### src/rtl/tx_dma_run_ctl.sv
module tx_dma_run_ctl #(
  parameter int AW         = 32,
  parameter int DESC_BYTES = 16
) (
  input  logic          clk,
  input  logic          rst_n,
  input  logic          run_cmd,
  input  logic [AW-1:0] list_base,
  input  logic          poll_demand,
  input  logic          unavail_clr,
  output logic          fetch_req,
  output logic [AW-1:0] fetch_addr,
  input  logic          fetch_ack,
  input  logic          fetch_owned,
  input  logic          fetch_eor,
  input  logic          frame_done,
  output logic          xmit_busy,
  output logic [1:0]    run_state,
  output logic [AW-1:0] cur_ptr,
  output logic          unavail
);

  localparam logic [AW-1:0] STEP = AW'(DESC_BYTES);

  typedef enum logic [1:0] {S_IDLE, S_FETCH, S_XMIT, S_SUSP} st_t;

  st_t           st, st_nx;
  logic          have_pos;
  logic          eor_q;
  logic [AW-1:0] ptr_nx;

  wire ack_ok  = (st == S_FETCH) && fetch_ack && fetch_owned;
  wire ack_bad = (st == S_FETCH) && fetch_ack && !fetch_owned;
  wire done_ok = (st == S_XMIT) && frame_done;

  assign fetch_req  = (st == S_FETCH);
  assign xmit_busy  = (st == S_XMIT);
  assign fetch_addr = cur_ptr;
  assign run_state  = (st == S_IDLE) ? 2'b00 : (st == S_SUSP) ? 2'b10 : 2'b01;

  always_comb begin
    st_nx = st;
    unique case (st)
      S_IDLE:  if (run_cmd) st_nx = S_FETCH;
      S_FETCH: if (ack_ok) st_nx = S_XMIT;
               else if (ack_bad) st_nx = S_SUSP;
      S_XMIT:  if (frame_done) st_nx = run_cmd ? S_FETCH : S_IDLE;
      S_SUSP:  if (!run_cmd) st_nx = S_IDLE;
               else if (poll_demand) st_nx = S_FETCH;
    endcase
  end

  always_comb begin
    ptr_nx = cur_ptr;
    if (st == S_IDLE && run_cmd && !have_pos) ptr_nx = list_base;
    else if (done_ok) ptr_nx = eor_q ? list_base : cur_ptr + STEP;
  end

  always_ff @(posedge clk) begin
    if (!rst_n) begin
      st       <= S_IDLE;
      cur_ptr  <= '0;
      have_pos <= 1'b0;
      eor_q    <= 1'b0;
      unavail  <= 1'b0;
    end else begin
      st      <= st_nx;
      cur_ptr <= ptr_nx;
      if (st == S_IDLE && run_cmd) have_pos <= 1'b1;
      if (ack_ok) eor_q <= fetch_eor;
      if (ack_bad) unavail <= 1'b1;
      else if (unavail_clr) unavail <= 1'b0;
    end
  end

endmodule

### config.mk
export PLATFORM = sky130hd
export DESIGN_NAME = tx_dma_run_ctl
export DESIGN_NICKNAME = d
export VERILOG_FILES = /design/src/rtl/tx_dma_run_ctl.sv
export SDC_FILE = /design/constraint.sdc
export NUM_CORES = 1
export LEC_CHECK = 0
export BUFFER_PORTS_ARGS = -buffer_cell sky130_fd_sc_hd__clkbuf_2
export CORE_MARGIN = 8
export CORE_UTILIZATION = 51
export DETAILED_ROUTE_END_ITERATION = 10
export HOLD_SLACK_MARGIN = 0.1
export PLACE_DENSITY = 0.86
export SYNTH_ARGS = -nofsm -noshare
export SYNTH_HDL_FRONTEND = slang
export SYNTH_SLANG_ARGS = --single-unit
### constraint.sdc
create_clock -name clk -period 5.4 [get_ports clk]
set_input_delay 1.08 -clock clk [delete_from_list [all_inputs] [get_ports clk]]
set_output_delay 1.08 -clock clk [all_outputs]
set_load 0.05 [all_outputs]
# [Word-level counts from Yosys, hierarchy flattened]
# Index checks and enable logic that the tools add are counted.
[word_totals] register_bits=37 out_inout_bits=69 elab_cells=40
[classes] addsub=1 n_eq_ne=7 muxes=15 reduce_logical=12
[op_table] op="$mux 32" n=3
[op_table] op="$add 32x5->32 const B" n=1
[op_table] op="$mux 2" n=8
[op_table] op="$pmux 2 s4" n=1
[op_table] op="$logic_and 1x1->1" n=6
[op_table] op="$eq 2x2->1 const B" n=2
[op_table] op="$ne 2x2->1 const B" n=2
[op_table] op="$reduce_and 4->1" n=1
[op_table] op="$reduce_bool 2->1" n=2
[op_table] op="$mux 1" n=3
[op_table] op="$ne 3x1->1 const B" n=1
[op_table] op="$ne 3x3->1 const B" n=1
[op_table] op="$eq 2x1->1 const B" n=1
[op_table] op="$logic_not 1->1" n=2
[op_table] op="$logic_not 2->1" n=1

# [Depth between registers and ports, before layout]
[logic_depth] word_depth=6 mapped_depth=9 mapped_depth_nobuf=7

# [Least setup slack after synthesis]
# No wires, ideal clock.
[synth_path] kind="input port to flip-flop" start="in run_cmd" end="reg cur_ptr[4]" setup_ns=0.128 arrival_time_ns=2.186 required_time_ns=5.272 setup_slack_ns=3.087 stages=7 path_buffers=2 path_cell_list="and3b_1 buf_2 a21oi_2 clkbuf_1 nor3_1 a221oi_1 nor2_1"
[synth_between] elab_chain_cells=3
[synth_rtl] element="start: declaration" line="7" text="input logic run_cmd,"
[synth_rtl] element="$logic_and 1x1->1 (*) (2 in a row)" line="55" text="if (st == S_IDLE && run_cmd && !have_pos) ptr_nx = list_base;"
[synth_rtl] element="$mux 32 / $reduce_bool 2->1 (equally long branches)"
[synth_rtl] element="end signal: assignment" line="68" text="cur_ptr <= ptr_nx;"
[synth_rtl] element="end: declaration" line="19" text="output logic [AW-1:0] cur_ptr,"
# Every way passes the cells marked *; elsewhere a longest branch is shown, timed or not.
# A chain may end at the register's enable or synchronous reset.

# [Worst setup path in the final report]
[layout_path] start="in run_cmd" end="reg cur_ptr[19]"
# Same word-level chain as after synthesis.

==> results_dict.tcl <==
set metrics [dict create \
    fin_crit_ps 2700 \
    number_of_cells_produced_by_synthesis 319 \
    cts_stage_hold_buffer_count 0 \
    cpMaxStageDelayCell "sky130_fd_sc_hd__nand2b_1" \
    critical_path.n_buffers_inverters 1 \
    register_area_um2 740.7 \
    setup-violations-final 0 \
    routed_wirelength_mm 7.535 \
    place_hpwl_mm 5.524 \
    number_of_flip_flops_and_latches_in_the_synthesized_netlist 37 \
    worst_slew_pin_slew_ps 1119 \
    hold_viol 0 \
    worstSetupStartpointType "primary input" \
    most_frequent_standard_cell_in_the_layout_excluding_fill_and_tap_cells "sky130_fd_sc_hd__clkbuf_2" \
    global_route.usage.total 0.1998 \
    synth_async_sr_flop_share 0 \
    clk_pin_slew_ps 70 \
    placed_cells 434 \
    remaining_drc_errors 0 \
    power_density_nw_per_um2 426.7 \
    hold_depth 2 \
    antenna_violations_before_repair 0 \
    post_synth_num_cell_types 52 \
    pin_count_of_the_biggest_net_entering_global_routing 33 \
    vias_in_the_first_global_route 2651 \
    crit_cells 5 \
    die-area_um2 7329 \
    layout.cells.most_common_list "109 x sky130_fd_sc_hd__clkbuf_2, 37 x sky130_fd_sc_hd__dfxtp_1, 31 x sky130_fd_sc_hd__nand2_1, 26 x sky130_fd_sc_hd__a21oi_1" \
    cts-root-to-sink-buffers 2 \
    max_freq_mhz 370.4 \
    grt_setup_unrepaired "no" \
    h-tree-depth 2 \
    critical_path.cell_chain "clkbuf_2, nand3b_1, nand2b_1, nand2_1, a41o_1" \
    finalNetCount 434 \
    arrival_time_at_the_worst_endpoint_ps 2890 \
    worst_ep_required_time_ps 5590 \
    postSynthAreaPerCell_um2 7.746 \
    ys_seq_area_frac 0.2997 \
    path_depth_of_the_worst_reg2reg_path 7 \
    vias_per_cell 6.174 \
    synthesis.area_um2 2471 \
    power_frac_clock 0.155 \
    switching_power_mw 0.6634 \
    cts_tree "yes" \
    cts_made_buffers 5 \
    switching_fraction 0.5427 \
    worstSkewPairLatency_ps 290 \
    routed-via-count 2729 \
    timing.critical_path.fanout_max 32 \
    rows 25 \
    power_report.internal_total_mw 0.5591 \
    number_of_max_cap_violations 0 \
    synth-edff-count 0 \
    timing.critical_path.to_type "register" \
    firstDrtPassIters 5 \
    clock-sinks 37 \
    multi_input_combinational_cell_area_um2 1388 \
    synth_fp_nets 366 \
    global_route.overflow_total 0 \
    final_wtd_congestion 0.8883 \
    core_region_area_um2 4692 \
    cts.repair_timing.setup_buffer_count 0 \
    worst_clock_skew_ps 6.275 \
    diodes 0 \
    clock_tree_root_driver_cell "sky130_fd_sc_hd__clkbuf_8" \
    family_with_the_most_delay_on_the_worst_path "simple AND/OR/NAND/NOR gates" \
    crit_type "in -> reg" \
    io-pin-count 110 \
    slew_viol_final 0 \
    max-vdd-ir-drop_mv 0.3082 \
    worst_hold_path_type "reg -> reg" \
    timing.setup.tns_ps 0 \
    final_min_period_over_clock_period 0.4999 \
    io_buffers 109 \
    relSlewSlack 0.2538 \
    detailedRoute.firstIterationViolations 270 \
    leakage_nw 1.342 \
    critPathMaxStageDelay_ps 800 \
    share_comb_of_total_power 0.525 \
    die_y_um 85.61 \
    fillers 443 \
    post_layout_nonfiller_instances 442 \
    area_growth_pct 15.95 \
    synth-main-ff-cell "sky130_fd_sc_hd__dfxtp_1" \
    result_of_the_run "finished clean" \
    synth.yosys.warnings 0 \
    initial_core_util 0.5267 \
    die-width_um 85.61 \
    grt_first_pass_wirelength_mm 12.10 \
    routed_wire_length_per_instance_um 17.05 \
    post_route_cells_drive_above_1_share 0.3273 \
    power_frac_seq 0.321 \
    cts_resized 0 \
    drt.antenna.violating_nets 0 \
]
worst min-delay path: stages, from the launching register on:
cell	delay, ps
sky130_fd_sc_hd__dfxtp_1	310
sky130_fd_sc_hd__nand2b_1	60
sky130_fd_sc_hd__a21oi_1	50
cell type report:
class,count,area share
clock buffers,6,0.02533
clock inverters,2,0.003493
inverters,9,0.01179
multi-input cells,224,0.4843
flip-flops and latches,37,0.2585
well taps,54,0.02358
repair buffers,110,0.1930
registers in the layout, summed over array words and instances (netlist names):
signal,cells
cur_ptr,32
st,2
eor_q,1
have_pos,1
unavail,1
logic make-up after synthesis:
logic type,after synthesis,synth area share
xor+xnor,1,0.003545
fa+ha+maj,6,0.03038
compound gates,90,0.2395
flops,37,0.2997
mux,5,0.02076
buf+inv,58,0.1387
simple gates,122,0.2674
cells in the mapped netlist (3+ instances only):
| master | n | area share |
|---|---|---|
| sky130_fd_sc_hd__a22oi_1 | 8 | 0.024 |
| sky130_fd_sc_hd__o21ai_0 | 16 | 0.032 |
| sky130_fd_sc_hd__nor3_1 | 9 | 0.018 |
| sky130_fd_sc_hd__buf_2 | 4 | 0.0081 |
| sky130_fd_sc_hd__buf_4 | 32 | 0.097 |
| sky130_fd_sc_hd__nand4_1 | 11 | 0.028 |
| sky130_fd_sc_hd__and3_1 | 13 | 0.033 |
| sky130_fd_sc_hd__inv_1 | 9 | 0.014 |
| sky130_fd_sc_hd__ha_1 | 6 | 0.030 |
| sky130_fd_sc_hd__o211ai_1 | 3 | 0.0091 |
| sky130_fd_sc_hd__nand2_1 | 31 | 0.047 |
| sky130_fd_sc_hd__mux2i_1 | 4 | 0.016 |
| sky130_fd_sc_hd__o31ai_1 | 3 | 0.0091 |
| sky130_fd_sc_hd__nand3_1 | 17 | 0.034 |
| sky130_fd_sc_hd__o221a_2 | 3 | 0.014 |
| sky130_fd_sc_hd__nor4_1 | 3 | 0.0076 |
| sky130_fd_sc_hd__dfxtp_1 | 37 | 0.30 |
| sky130_fd_sc_hd__a31oi_1 | 5 | 0.013 |
| sky130_fd_sc_hd__nand2b_1 | 3 | 0.0076 |
| sky130_fd_sc_hd__o22ai_1 | 6 | 0.015 |
| sky130_fd_sc_hd__nand3b_1 | 4 | 0.012 |
| sky130_fd_sc_hd__a21oi_1 | 26 | 0.053 |
| sky130_fd_sc_hd__nor2_1 | 17 | 0.026 |
| sky130_fd_sc_hd__clkbuf_1 | 11 | 0.017 |
power groups by stage:
stage,Sequential (mW),Clock [mW],Combinational [mW]
floorplan,0.517,0,0.419
global placement,0.393,0,0.630
detailed placement,0.396,0,0.639
CTS,0.390,0.193,0.642
global route,0.402,0.204,0.680
finish,0.392,0.189,0.641
metrics by stage:
step	util	cell area (µm²)	worst slack (ps)	hold WS, ps	power [mW]
global route	0.6107	2865	2533	491.2	1.286
floorplan	-	2471	3087	442.3	0.9359
finish	0.6107	2865	2700	472.2	1.222
CTS	0.6107	2865	2734	472.1	1.225
global placement	0.5931	2783	2465	457.3	1.023
detailed placement	0.5931	2783	2443	461.8	1.035
metal layers:
layer / vias up / routed length, µm / global-route usage
met4: 0 / 126 / 0.07962
met1: 1272 / 3098 / 0.2287
met2: 141 / 3623 / 0.3364
met5: - / 0 / 0
met3: 18 / 686 / 0.06304
li1: 1298 / - / -
path summary, 6_finish.rpt:
| check | startpoint | endpoint | slack, ps |
|---|---|---|---|
| min reg2reg | unavail$_SDFFE_PN0P_ | unavail$_SDFFE_PN0P_ | 470 |
| max | run_cmd | cur_ptr[19]$_SDFFE_PN0P_ | 2700 |
| min | unavail$_SDFFE_PN0P_ | unavail$_SDFFE_PN0P_ | 470 |
| max reg2reg | st[0]$_SDFFE_PN0P_ | cur_ptr[26]$_SDFFE_PN0P_ | 2870 |
Note: power is estimated with default switching activity, not from simulation.
